## src/rtl/tbase_counter.sv

```systemverilog
module tbase_counter #(
  parameter int DIV_SLOW = 12,
  parameter int DIV_FAST = 4,
  parameter int EXT_DIV  = 8
) (
  input  logic        clk,
  input  logic        rst_n,
  input  logic        run_en,
  input  logic        cpu_idle,
  input  logic        tmr_a_ovf,
  input  logic        tmr_b_ovf,
  input  logic        tmr_c_ovf,
  input  logic        cnt_pin,
  input  logic        ext_clk,
  input  logic [1:0]  reg_addr,
  input  logic        reg_wr,
  input  logic [7:0]  reg_wdata,
  output logic [7:0]  reg_rdata,
  output logic [15:0] count,
  output logic        ovf_flag,
  output logic        irq
);
  localparam int PW = $clog2(DIV_SLOW > DIV_FAST ? DIV_SLOW : DIV_FAST);
  localparam int EW = $clog2(EXT_DIV);

  localparam logic [2:0] SRC_SLOW = 3'd0;
  localparam logic [2:0] SRC_FAST = 3'd1;
  localparam logic [2:0] SRC_TA   = 3'd2;
  localparam logic [2:0] SRC_PIN  = 3'd3;
  localparam logic [2:0] SRC_SYS  = 3'd4;
  localparam logic [2:0] SRC_EXT  = 3'd5;
  localparam logic [2:0] SRC_TB   = 3'd6;
  localparam logic [2:0] SRC_TC   = 3'd7;

  logic          idle_gate, irq_en;
  logic [2:0]    src;
  logic [PW-1:0] pre;
  logic [EW-1:0] ediv;
  logic [2:0]    pin_s, eclk_s;
  logic          tick, adv;

  wire mode_wr = reg_wr && reg_addr == 2'd0;
  wire lo_wr   = reg_wr && reg_addr == 2'd1;
  wire hi_wr   = reg_wr && reg_addr == 2'd2;
  wire st_wr   = reg_wr && reg_addr == 2'd3;
  wire cnt_wr  = lo_wr || hi_wr;
  wire src_chg = mode_wr && reg_wdata[3:1] != src;
  wire unused_mode_bits = ^reg_wdata[6:4];

  wire [PW-1:0] pre_last = (src == SRC_FAST) ? PW'(DIV_FAST - 1) : PW'(DIV_SLOW - 1);
  wire pre_tick  = pre == pre_last;
  wire pin_fall  = pin_s[2] & ~pin_s[1];
  wire eclk_rise = ~eclk_s[2] & eclk_s[1];
  wire ext_tick  = eclk_rise && ediv == EW'(EXT_DIV - 1);

  always_ff @(posedge clk) begin
    if (!rst_n) begin
      idle_gate <= 1'b0;
      src       <= SRC_SLOW;
      irq_en    <= 1'b0;
    end else if (mode_wr) begin
      idle_gate <= reg_wdata[7];
      src       <= reg_wdata[3:1];
      irq_en    <= reg_wdata[0];
    end
  end

  always_ff @(posedge clk) begin
    if (!rst_n || src_chg || pre_tick) pre <= '0;
    else                               pre <= pre + 1'b1;
  end

  always_ff @(posedge clk) begin
    if (!rst_n) begin
      pin_s  <= '0;
      eclk_s <= '0;
      ediv   <= '0;
    end else begin
      pin_s  <= {pin_s[1:0], cnt_pin};
      eclk_s <= {eclk_s[1:0], ext_clk};
      if (eclk_rise) ediv <= ediv + 1'b1;
    end
  end

  always_comb begin
    case (src)
      SRC_SLOW, SRC_FAST: tick = pre_tick;
      SRC_TA:             tick = tmr_a_ovf;
      SRC_PIN:            tick = pin_fall;
      SRC_SYS:            tick = 1'b1;
      SRC_EXT:            tick = ext_tick;
      SRC_TB:             tick = tmr_b_ovf;
      SRC_TC:             tick = tmr_c_ovf;
      default:            tick = 1'b0;
    endcase
  end

  assign adv = run_en && tick && !(idle_gate && cpu_idle);
  wire wrap = adv && !cnt_wr && count == 16'hFFFF;

  always_ff @(posedge clk) begin
    if (!rst_n)      count <= '0;
    else if (lo_wr)  count <= {count[15:8], reg_wdata};
    else if (hi_wr)  count <= {reg_wdata, count[7:0]};
    else if (adv)    count <= count + 1'b1;
  end

  always_ff @(posedge clk) begin
    if (!rst_n)                      ovf_flag <= 1'b0;
    else if (wrap)                   ovf_flag <= 1'b1;
    else if (st_wr && !reg_wdata[0]) ovf_flag <= 1'b0;
  end

  assign irq = irq_en & ovf_flag;

  always_comb begin
    case (reg_addr)
      2'd0:    reg_rdata = {idle_gate, 3'b000, src, irq_en};
      2'd1:    reg_rdata = count[7:0];
      2'd2:    reg_rdata = count[15:8];
      default: reg_rdata = {7'b0, ovf_flag};
    endcase
  end

  assert_hold_when_stopped_R7: assert property (@(posedge clk) disable iff (!rst_n)
    (!run_en && !reg_wr) |=> $stable(count));
  assert_idle_gate_R8: assert property (@(posedge clk) disable iff (!rst_n)
    (idle_gate && cpu_idle && !reg_wr) |=> $stable(count));
  assert_step_one_R3: assert property (@(posedge clk) disable iff (!rst_n)
    !reg_wr |=> (count == $past(count) || count == $past(count) + 16'd1));
  assert_wrap_sets_flag_R9: assert property (@(posedge clk) disable iff (!rst_n)
    (count == 16'hFFFF && adv && !reg_wr) |=> (ovf_flag && count == 16'h0000));
  assert_flag_sticky_R9: assert property (@(posedge clk) disable iff (!rst_n)
    (ovf_flag && !st_wr) |=> ovf_flag);
  assert_write_wins_R11: assert property (@(posedge clk) disable iff (!rst_n)
    lo_wr |=> count[7:0] == $past(reg_wdata));
  assert_prescale_restart_R12: assert property (@(posedge clk) disable iff (!rst_n)
    src_chg |=> pre == '0);
  assert_irq_needs_flag_R10: assert property (@(posedge clk) disable iff (!rst_n)
    irq |-> ovf_flag);
endmodule

```

## config.mk

```make
export PLATFORM = sky130hd
export DESIGN_NAME = tbase_counter
export DESIGN_NICKNAME = d
export VERILOG_FILES = /design/src/rtl/tbase_counter.sv
export SDC_FILE = /design/constraint.sdc
export NUM_CORES = 1
export LEC_CHECK = 0
export BUFFER_PORTS_ARGS = -buffer_cell sky130_fd_sc_hd__buf_2
export CAP_MARGIN = 0
export CORE_MARGIN = 3
export CORE_UTILIZATION = 30
export DETAILED_ROUTE_END_ITERATION = 7
export GPL_ROUTABILITY_DRIVEN = 1
export PLACE_DENSITY = 0.53
export SYNTH_ARGS = -nofsm -noshare
export SYNTH_HDL_FRONTEND = slang
export SYNTH_SLANG_ARGS = --single-unit
```

## constraint.sdc

```tcl
create_clock -name clk -period 5.04 [get_ports clk]
set_input_delay 1.008 -clock clk [delete_from_list [all_inputs] [get_ports clk]]
set_output_delay 1.008 -clock clk [all_outputs]
set_load 0.1 [all_outputs]
```

==> summary.md <==
| Metric | Value |
|---|---|
| Run status | finished clean |
| Final antenna-violating net count | 0 |
| Post-CTS Setup Inserts | 0 |
| WP buf/inv | 2 |
| Minimum clock period | ~3.4 ns |
| First-pass GRT wire length | 9540 um |
| Die area | roughly 7800 um^2 |
| Post-Layout Cell Count | between 300 and 400 |
| Fmax | ~0.29 GHz |
| Detailed placement HPWL | around 4200 um |
| CP Max Fanout | 9 |
| WP data arrival | around 2.4 ns |
| GR Util met2 | 0.241 |
| FF+latch count, synth | 35 |
| Post-synthesis async set-or-reset flop share | 0 |
| Global Route Usage Sum | 0.158 |
| H-tree levels | 2 |
| Actual slew at the worst max-slew pin | 1.04 ns |
| Total number of vias | about 1900 |
| Crit start category | primary input |
| Top Family by Delay on Critical Path | buffers and inverters |
| Layout cells sized above 1 | 0.214 |
| Mapped Cells | 240 |
| Cts repair resizes | 0 |
| Placer Congestion | 0.873 |
| Met3 Use GR | 0.0372 |
| Clock root buffer | clkbuf_8 |
| Syn_area_per_cell | ~8.5 um^2 |
| # setup viols final | 0 |
| Hold Buf Count CTS | 0 |
| FILL cells | around 700 |
| Met1 GRT Util | 0.222 |
| Area grow syn2layout | 17.8% |
| EDFF count, synth | 0 |
| Post-Syn Area | approximately 2000 um^2 |
| First-pass DRT Iterations | 4 |
| Initial antenna violation count | 0 |
| Ratio of final minimum period to clock period | 0.681 |
| Starting Density | 0.315 |
| CP Capture Type | output pin |
| Worst-path clk slew | around 0.08 ns |
| Sequential cell area fraction in the yosys report | 0.344 |
| Clock Skew | between 0.009 and 0.01 ns |
| Placed cells | around 350 |
| CP peak stage delay | 0.57 ns |
| Cts bufs inserted | 5 |
| Synth Flop Type | dfxtp_1 |
| Largest net degree at the start of global routing | 21 |
| Chip Height | between 80 and 90 um |
| Critical path class | in2out |
| Drc violations | 0 |
| Max VDD drop | between 0.0001 and 0.00015 V |
| PD cells | 317 nW/um^2 |
| Final hold violations | 0 |
| Tot Pwr | about 0.76 mW |
| Core Rows | 29 |
| Antenna diodes | 0 |
| CTS tree | yes |
| Final setup TNS | 0 ns |
| GR peak layer | met2 |
| Leak Pwr | 1.00 nW |
| Min-delay worst type | reg2reg |
| Slowest CP cell | nor2b_1 |
| Setup WS pre-CTS | approximately 1.6 ns |
| RSZ-0062 raised after global routing | false |
| Die extent in x | 88.4 um |
| Clk sink count | 35 |
| Worst path cell trace | buf_2 -> nor2b_1 -> a22o_1 -> buf_2 |
| Final net count | around 300 |
| Count of different cell masters after synthesis | 45 |
| Rel. slew slack | 0.307 |
| Vias per cell | 5.48 |
| Synthesized netlist net count | about 260 |
| I/O Buffers | 45 |
| Synth warnings | 0 |
| Top Ports | 46 |
| CORE AREA | around 6500 um^2 |
| Max_cap viols | 0 |
| Final worst setup slack | 1.61 ns |
| Final max-slew violation count | 0 |
| Avg WL per Cell | 16.9 um |
| Total wire length | between 5000 and 6000 um |
| Vias in the first global route | around 1800 |
| Hold Slack | 0.438 ns |
| Overflow after GRT | 0 |
| Cell mode on critical path | buf_2 |
| WP data required | 4.03 ns |
| Bufs on Longest Clock Path | 2 |
| 1st-iter DRT viols | around 220 |
| Worst-skew pair later-pin latency | roughly 0.29 ns |
==> where the power goes <==
part / total (mW) / leakage [nW] / switching (mW) / internal (mW)
logic: 0.146 / 0.651 / 0.112 / 0.0348
clock network: 0.309 / 0.0644 / 0.112 / 0.197
registers: 0.305 / 0.286 / 0.0163 / 0.289
total: 0.761 / 1.00 / 0.240 / 0.521
==> worst reg2reg max path: stages, from the launching register on <==
cell	delay, ns
dfxtp_1	0.36
ha_1	0.15
ha_1	0.12
and3b_1	0.15
o211ai_1	0.12
a211oi_2	0.87
a311oi_1	0.22
nor3_1	0.28
==> layout by cell type, fill, tap and decap left out, types with 4 or more instances in the layout <==
cell      netlist  final
a211oi_1        7      7
mux2i_1        12     12
nor3b_1         5      5
nand3_1         9      9
clkbuf_8        0      5
xor2_1          8      8
a311oi_1        5      5
nor4_1          5      5
a21oi_1         4      4
dfxtp_1        35     35
ha_1            4      4
nor2_1         21     21
nand4_1         5      5
buf_2           8     45
or3_1           4      4
and2_1         13     13
o21ai_0        15     15
and3_1          9      9
nand2_1        19     19
==> per-stage QoR <==
stage | utilization | cell area (um^2)
after floorplan | - | 2040
after global placement | 0.350 | 2260
after detailed placement | 0.350 | 2260
after CTS | 0.371 | 2400
after global routing | 0.371 | 2400
final | 0.371 | 2400
==> cell usage after synthesis, drive strengths merged (5+ instances only) <==
cell,n,area (um^2)
o21ai,16,80.1
nor2,21,78.8
a211oi,8,65.1
nor4,5,31.3
clkbuf,6,22.5
and3,9,56.3
and2,13,81.3
a311oi,5,43.8
nand3,9,45.0
xor2,8,70.1
buf,11,73.8
nand4,5,31.3
dfxtp,35,701
nand2,19,71.3
mux2i,12,120
nor3b,6,50.1
==> flip-flops by register name (all words and copies together) (netlist names), 3 cells and up <==
| register | cells |
|---|---|
| ediv | 3 |
| count | 16 |
| pin_s | 3 |
| eclk_s | 3 |
| pre | 4 |
| src | 3 |
==> cell families after synthesis <==
family,share of synthesized area
DFF,0.344
buffers and inverters,0.0528
adders and majority gates,0.0246
AOI/OAI and AO/OA,0.181
muxes,0.0700
xor gates and xnor gates,0.0430
and+or+nand+nor,0.284
==> routing by layer <==
layer,wire length (um),part of all wire,vias to the layer above
met3,375,0.063,5
met4,67,0.011,0
met2,2740,0.46,64
met5,0,0,-
met1,2770,0.47,914
li1,-,-,953
==> final timing paths <==
kind | from | end | slack, ns | depth (start not counted)
worst max-delay path | reg_addr[1] | reg_rdata[4] | 1.61 | 4
worst min-delay path | pin_s[0] | pin_s[1] | 0.44 | 1
worst max register to register | ediv[0] | count[7] | 2.65 | 7
worst min register to register | pin_s[0] | pin_s[1] | 0.44 | 1
==> cell type report <==
cell class / instances / area, um^2 / area share
Multi-Input combinational cell: 185 / 1230 / 0.512
Clock inverter: 3 / 67.6 / 0.0282
Timing Repair Buffer: 45 / 225 / 0.0939
Inverter: 3 / 11.3 / 0.00469
Sequential cell: 35 / 701 / 0.292
Clock buffer: 5 / 68.8 / 0.0287
Tap cell: 77 / 96.3 / 0.0402
Power figures use the tool's default switching activity.
